[config.mk]
export PLATFORM = sky130hd
export DESIGN_NAME = pulse_chop_engine
export DESIGN_NICKNAME = d
export VERILOG_FILES = /design/src/rtl/pce_pkg.sv /design/src/rtl/pce_edge_det.sv /design/src/rtl/pce_duty.sv /design/src/rtl/pce_phase.sv /design/src/rtl/pulse_chop_engine.sv
export SDC_FILE = /design/constraint.sdc
export NUM_CORES = 1
export LEC_CHECK = 0
export BUFFER_PORTS_ARGS = -buffer_cell sky130_fd_sc_hd__buf_2
export CAP_MARGIN = 5
export CORE_AREA = 2 2 247 188
export DETAILED_ROUTE_END_ITERATION = 6
export DIE_AREA = 0 0 249 190
export GPL_ROUTABILITY_DRIVEN = 0
export PLACE_DENSITY = 0.45
export SYNTH_ARGS = -nofsm -noshare
export SYNTH_HDL_FRONTEND = slang
export SYNTH_SLANG_ARGS = --single-unit
export TNS_END_PERCENT = 30
[constraint.sdc]
create_clock -name clk_i -period 6.98 [get_ports clk_i]
set_input_delay 1.047 -clock clk_i [delete_from_list [all_inputs] [get_ports clk_i]]
set_output_delay 1.047 -clock clk_i [all_outputs]
set_load 0.05 [all_outputs]
[src/rtl/pce_pkg.sv]
package pce_pkg;
  typedef enum logic [1:0] {
    MODE_FLIP = 2'd0,
    MODE_CHOP = 2'd1,
    MODE_CMP  = 2'd2,
    MODE_RSV  = 2'd3
  } mode_e;

  typedef enum logic [1:0] {
    TGT_BOTH  = 2'd0,
    TGT_OSC   = 2'd1,
    TGT_PULSE = 2'd2,
    TGT_NONE  = 2'd3
  } rst_tgt_e;
endpackage

[src/rtl/pce_edge_det.sv]
module pce_edge_det #(
  parameter int LVL_W = 16,
  parameter int THRESH = 2048
) (
  input  logic                    clk_i,
  input  logic                    rst_ni,
  input  logic                    en_i,
  input  logic signed [LVL_W-1:0] lvl_i,
  output logic                    edge_o
);
  localparam logic signed [LVL_W-1:0] TH = LVL_W'(THRESH);

  logic signed [LVL_W-1:0] prev_q;

  always_ff @(posedge clk_i or negedge rst_ni) begin
    if (!rst_ni)   prev_q <= '0;
    else if (en_i) prev_q <= lvl_i;
  end

  assign edge_o = en_i && (lvl_i > TH) && (prev_q <= TH);
endmodule

[src/rtl/pce_duty.sv]
module pce_duty #(
  parameter int DUTY_W = 16,
  parameter int CV_W = 16,
  parameter int CV_ONE_V = 4096
) (
  input  logic [DUTY_W-1:0]      duty_i,
  input  logic signed [CV_W-1:0] cv_i,
  output logic [DUTY_W-1:0]      duty_o
);
  localparam int ACC_W = DUTY_W + CV_W + 2;
  localparam logic signed [ACC_W-1:0] CV_LIM  = ACC_W'(5 * CV_ONE_V);
  localparam logic signed [ACC_W-1:0] S_NUM   = ACC_W'(2 ** DUTY_W);
  localparam logic signed [ACC_W-1:0] S_DEN   = ACC_W'(10 * CV_ONE_V);
  localparam logic signed [ACC_W-1:0] D_MIN   = ACC_W'((2 ** DUTY_W) / 100);
  localparam logic signed [ACC_W-1:0] D_MAX   = ACC_W'(2 ** DUTY_W) - D_MIN;

  logic signed [ACC_W-1:0] cv_c, off, sum;

  always_comb begin
    cv_c = ACC_W'(cv_i);
    if (cv_c > CV_LIM)       cv_c = CV_LIM;
    else if (cv_c < -CV_LIM) cv_c = -CV_LIM;
    off = (cv_c * S_NUM) / S_DEN;
    sum = $signed({{(ACC_W-DUTY_W){1'b0}}, duty_i}) + off;
    if (sum < D_MIN)      sum = D_MIN;
    else if (sum > D_MAX) sum = D_MAX;
    duty_o = sum[DUTY_W-1:0];
  end
endmodule

[src/rtl/pce_phase.sv]
module pce_phase #(
  parameter int PHASE_W = 24,
  parameter int DUTY_W = 16,
  parameter int SAMPLE_W = 16
) (
  input  logic                       clk_i,
  input  logic                       rst_ni,
  input  logic                       en_i,
  input  logic                       restart_i,
  input  logic [PHASE_W-1:0]         inc_i,
  input  logic [DUTY_W-1:0]          duty_i,
  input  logic                       saw_i,
  output logic                       pulse_o,
  output logic signed [SAMPLE_W-1:0] carrier_o
);
  localparam int SHIFT = PHASE_W - DUTY_W;

  logic [PHASE_W-1:0]  phase_q, p_use, thr;
  logic [SAMPLE_W-1:0] saw_u, fold_u, tri_u;

  assign p_use = restart_i ? '0 : phase_q;

  always_ff @(posedge clk_i or negedge rst_ni) begin
    if (!rst_ni)   phase_q <= '0;
    else if (en_i) phase_q <= p_use + inc_i;
  end

  assign thr     = PHASE_W'(duty_i) << SHIFT;
  assign pulse_o = p_use < thr;

  // saw: top bits recentred; tri: fold on MSB then recentre
  assign saw_u  = p_use[PHASE_W-1 -: SAMPLE_W];
  assign fold_u = p_use[PHASE_W-2 -: SAMPLE_W];
  assign tri_u  = p_use[PHASE_W-1] ? ~fold_u : fold_u;

  always_comb begin
    if (saw_i) carrier_o = $signed({~saw_u[SAMPLE_W-1], saw_u[SAMPLE_W-2:0]});
    else       carrier_o = $signed({~tri_u[SAMPLE_W-1], tri_u[SAMPLE_W-2:0]});
  end
endmodule

[src/rtl/pulse_chop_engine.sv]
module pulse_chop_engine #(
  parameter int SAMPLE_W = 16,
  parameter int PHASE_W = 24,
  parameter int DUTY_W = 16,
  parameter int CV_ONE_V = 4096
) (
  input  logic                       clk_i,
  input  logic                       rst_ni,
  input  logic                       valid_i,
  input  logic signed [SAMPLE_W-1:0] drive_i,
  input  logic signed [SAMPLE_W-1:0] cmp_src_i,
  input  logic [PHASE_W-1:0]         inc_i,
  input  logic [DUTY_W-1:0]          duty_i,
  input  logic signed [SAMPLE_W-1:0] duty_cv_i,
  input  logic [1:0]                 mode_i,
  input  logic                       carrier_sel_i,
  input  logic                       polarity_i,
  input  logic [1:0]                 rst_target_i,
  input  logic signed [SAMPLE_W-1:0] reset_lvl_i,
  input  logic signed [SAMPLE_W-1:0] sync_lvl_i,
  output logic                       valid_o,
  output logic signed [SAMPLE_W-1:0] sample_o,
  output logic signed [SAMPLE_W-1:0] gate_o,
  output logic signed [SAMPLE_W-1:0] carrier_o
);
  import pce_pkg::*;

  localparam logic signed [SAMPLE_W-1:0] FULL  = SAMPLE_W'((2 ** (SAMPLE_W-1)) - 1);
  localparam logic signed [SAMPLE_W-1:0] MOST_NEG = {1'b1, {(SAMPLE_W-1){1'b0}}};
  localparam int TRIG_TH = CV_ONE_V / 2;

  mode_e    mode;
  rst_tgt_e tgt;
  logic sync_edge, reset_edge, restart;
  logic [DUTY_W-1:0] duty_eff;
  logic pulse, cmp_now, cmp_prev, cmp_q, state;
  logic signed [SAMPLE_W-1:0] carrier, neg, lo_lvl, lvl_now, lvl_prev, out_d, gate_d;
  logic signed [SAMPLE_W:0]   lvl_sum;

  assign mode = mode_e'(mode_i);
  assign tgt  = rst_tgt_e'(rst_target_i);

  pce_edge_det #(.LVL_W(SAMPLE_W), .THRESH(TRIG_TH)) i_sync_det (
    .clk_i(clk_i), .rst_ni(rst_ni), .en_i(valid_i), .lvl_i(sync_lvl_i), .edge_o(sync_edge)
  );

  pce_edge_det #(.LVL_W(SAMPLE_W), .THRESH(TRIG_TH)) i_reset_det (
    .clk_i(clk_i), .rst_ni(rst_ni), .en_i(valid_i), .lvl_i(reset_lvl_i), .edge_o(reset_edge)
  );

  assign restart = sync_edge || (reset_edge && (tgt == TGT_BOTH || tgt == TGT_PULSE));

  pce_duty #(.DUTY_W(DUTY_W), .CV_W(SAMPLE_W), .CV_ONE_V(CV_ONE_V)) i_duty (
    .duty_i(duty_i), .cv_i(duty_cv_i), .duty_o(duty_eff)
  );

  pce_phase #(.PHASE_W(PHASE_W), .DUTY_W(DUTY_W), .SAMPLE_W(SAMPLE_W)) i_phase (
    .clk_i(clk_i), .rst_ni(rst_ni), .en_i(valid_i), .restart_i(restart),
    .inc_i(inc_i), .duty_i(duty_eff), .saw_i(carrier_sel_i),
    .pulse_o(pulse), .carrier_o(carrier)
  );

  // comparator memory, cleared on pulse restart
  always_ff @(posedge clk_i or negedge rst_ni) begin
    if (!rst_ni)      cmp_q <= 1'b0;
    else if (valid_i) cmp_q <= cmp_now;
  end

  always_comb begin
    cmp_now  = cmp_src_i >= carrier;
    cmp_prev = restart ? 1'b0 : cmp_q;
    state    = (mode == MODE_CMP) ? cmp_now : pulse;
    neg      = (drive_i == MOST_NEG) ? FULL : -drive_i;
    lo_lvl   = polarity_i ? -FULL : '0;
    lvl_now  = cmp_now  ? FULL : lo_lvl;
    lvl_prev = cmp_prev ? FULL : lo_lvl;
    lvl_sum  = (SAMPLE_W+1)'(lvl_now) + (SAMPLE_W+1)'(lvl_prev);
    unique case (mode)
      MODE_CHOP: out_d = pulse ? drive_i : '0;
      MODE_CMP:  out_d = SAMPLE_W'(lvl_sum >>> 1);
      default:   out_d = pulse ? drive_i : neg;
    endcase
    if (state)                                gate_d = FULL;
    else if (mode == MODE_CHOP && !polarity_i) gate_d = '0;
    else                                      gate_d = -FULL;
  end

  always_ff @(posedge clk_i or negedge rst_ni) begin
    if (!rst_ni) begin
      valid_o   <= 1'b0;
      sample_o  <= '0;
      gate_o    <= '0;
      carrier_o <= '0;
    end else begin
      valid_o <= valid_i;
      if (valid_i) begin
        sample_o  <= out_d;
        gate_o    <= gate_d;
        carrier_o <= carrier;
      end
    end
  end
endmodule

==> flow_summary.ini <==
[grt]
grt_pass1_vias = 12120
antenna_found_initial = 4
track_usage = 0.1670
overflow = 0
grt_max_degree = 78
grt_pass1_wl_mm = 64.40

[placement]
dp_slack_ns = -9.043
io_buffer_count = 176
dpl.hpwl_mm = 31.85

[timing]
skew_ns = 0.006705
period_share = 2.164
setup_ws_ns = -8.122
drv_slew = 0
hold_violations = 0
rsz0062_at_grt = yes
slew_headroom = 0.3222
period_needed_ns = 15.10
setup_viol_count_final = 19
fmax_ghz = 0.06621
worstMarginPinSlew_ns = 1.017

[synthesis]
synth_common_cells = 110 x nor2_1, 100 x a21oi_1, 100 x nand2_1
synth_cell_type_count = 105
seq_area_frac_synth = 0.2091
synth_top_area_share = 0.2091
syn-num-nets = 1605
synth-edff-count = 0
async_reset_ff_frac = 1.000
synthFlopType = dfrtp_1
synth_top_area_cell = dfrtp_1
yosysMostFrequentCell = nor2_1
ys_ff_latch = 93
synth_area_leaders = dfrtp_1 21%, ha_1 9.2%, mux2_2 5.5%, a21oi_1 4.5%, nor2_1 3.7%
syn_avg_cell_area_um2 = 8.032
netlist_instances = 1386
yosysWarnings = 0
synth_area_um2 = 11130

[clocking]
cts_hold_buf = 0
cts_tree = yes
insertion_delay_ns = 0.36
clk_pin_slew_worst_paths_ns = 0.07
cts_max_path_buffers = 2
cts_buffers = 9
h-tree-depth = 3
clockRootBuffer = clkbuf_16
cts.sinks = 93

[status]
status = finished, violations left
violations = setup timing

[worst_setup_path]
cp_slowest_stage_delay_ns = 0.55
critPathMaxFanout = 6
cpMaxStageDelayCell = or4_4
cpMostUsedCell = a21oi_2
cp.required_ns = 7.22
path_class = input pin to register
arrival_ns = 15.34
endpoint_kind = register
cp-start-kind = input pin

[die]
start_util = 0.2464
die_area_um2 = 47310
coreArea_um2 = 45180
die_w_um = 249
die_y_um = 190
rows = 68
io-pin-count = 178

[route]
vias = 12580
drt-initial-drc-count = 710
viasPerCell = 4.938
antenna_left = 0
wl_per_cell_um = 15.76
remaining_drc_errors = 0
firstDrtPassIters = 5
drt-total-wl_mm = 40.13

[worst_hold_path]
min_path_type = register to register

[final_layout]
fin_nets = 2164
area_delta_synth_final_pct = 52.83
layout-drive-gt1-share = 0.4448
fillers = 4655

[run]
maxCapViolCount = 0
==> repair_timing <==
action,CTS,global route
pin swaps,57,57
endpoints found under the setup margin,21,25
cloned,4,0
resized for setup,86,77
buffers inserted,35,21
==> placed cells by master (no fill, tap or decap), drive strengths merged, types with 46 or more instances in the layout <==
cell	netlist	routed
a21oi	104	105
buf	34	618
dfrtp	93	93
ha	82	82
inv	70	74
mux2	54	54
nand2	102	103
nor2	113	113
nor3	46	46
o21ai	92	92
==> worst max-delay path: cells and delay by family <==
family,cells,cell delay (ns)
multiplexers,3,0.75
XOR/XNOR,2,0.38
buffers and inverters,8,1.05
adder cells (fa/ha/maj),6,1.36
AND/OR/NAND/NOR,23,4.32
AO/OA/AOI/OAI,41,6.45
==> layout make-up <==
type | instances | area (um2) | area share
Multi-Input combinational cell | 1152 | 9072 | 0.5333
Timing Repair Buffer | 619 | 4319 | 0.2539
Sequential cell | 93 | 2327 | 0.1368
Clock inverter | 6 | 53.80 | 0.003162
Clock buffer | 9 | 225.2 | 0.01324
Tap cell | 595 | 744.5 | 0.04376
Antenna cell | 3 | 7.507 | 0.0004413
Inverter | 70 | 262.8 | 0.01544
==> state kept, by name (all words and copies together) (netlist names) <==
register,flops
i_reset_det.prev_q,16
gate_o,3
valid_o,1
carrier_o,16
i_phase.phase_q,24
cmp_q,1
i_sync_det.prev_q,16
sample_o,16
==> stage by stage <==
stage	utilization	TNS [ns]	cells	hold slack, ns	area, um2
final	0.3766	-153.46	2547	0.4753	17010
after global routing	0.3765	-168.29	2546	0.4932	17010
after CTS	0.3647	-152.63	2523	0.4846	16480
after detailed placement	0.3424	-171.85	2469	0.4693	15470
after global placement	0.3424	-168.28	2469	0.4552	15470
after floorplan	-	-158.26	1386	0.4454	11350
==> per-layer routing <==
layer | part of all wire | vias up | routed length, um | global-route usage
li1 | - | 6255 | - | -
met2 | 0.44 | 328 | 17840 | 0.2629
met3 | 0.052 | 44 | 2073 | 0.03119
met5 | 0.00032 | - | 13 | 0
met1 | 0.48 | 5947 | 19430 | 0.2354
met4 | 0.019 | 2 | 776 | 0.03963
==> worst paths after layout <==
check                                                 start                             end  slack, ns  depth (start not counted)
setup reg to reg           i_sync_det.prev_q[3]$_DFFE_PN0P_         sample_o[6]$_DFFE_PN0P_      -0.35                         34
max in group asynchronous                            rst_ni         sample_o[3]$_DFFE_PN0P_       5.12                          2
hold reg to reg              i_phase.phase_q[4]$_DFFE_PN0P_  i_phase.phase_q[4]$_DFFE_PN0P_       0.48                          1
hold / removal               i_phase.phase_q[4]$_DFFE_PN0P_  i_phase.phase_q[4]$_DFFE_PN0P_       0.48                          1
min in group asynchronous                            rst_ni       carrier_o[12]$_DFFE_PN0P_       0.59                          1
setup / recovery                               duty_cv_i[3]         sample_o[6]$_DFFE_PN0P_      -8.12                         83
==> kinds of logic (layout without fill, tap and decap cells) <==
logic type                 after synthesis  in the layout  synth area share
AOI/OAI and AO/OA                      438            440            0.2753
xor gates and xnor gates                79             79           0.06407
adders and majority gates               92             92            0.1084
buffers and inverters                  144            704           0.05732
DFF                                     93             93            0.2091
muxes                                   64             64           0.06474
other                                    0              3                 0
and+or+nand+nor                        476            477            0.2212
Power is left out: the tool's default activity adds up to more than one toggle a clock period on the data nets, which glitch-free logic cannot reach.
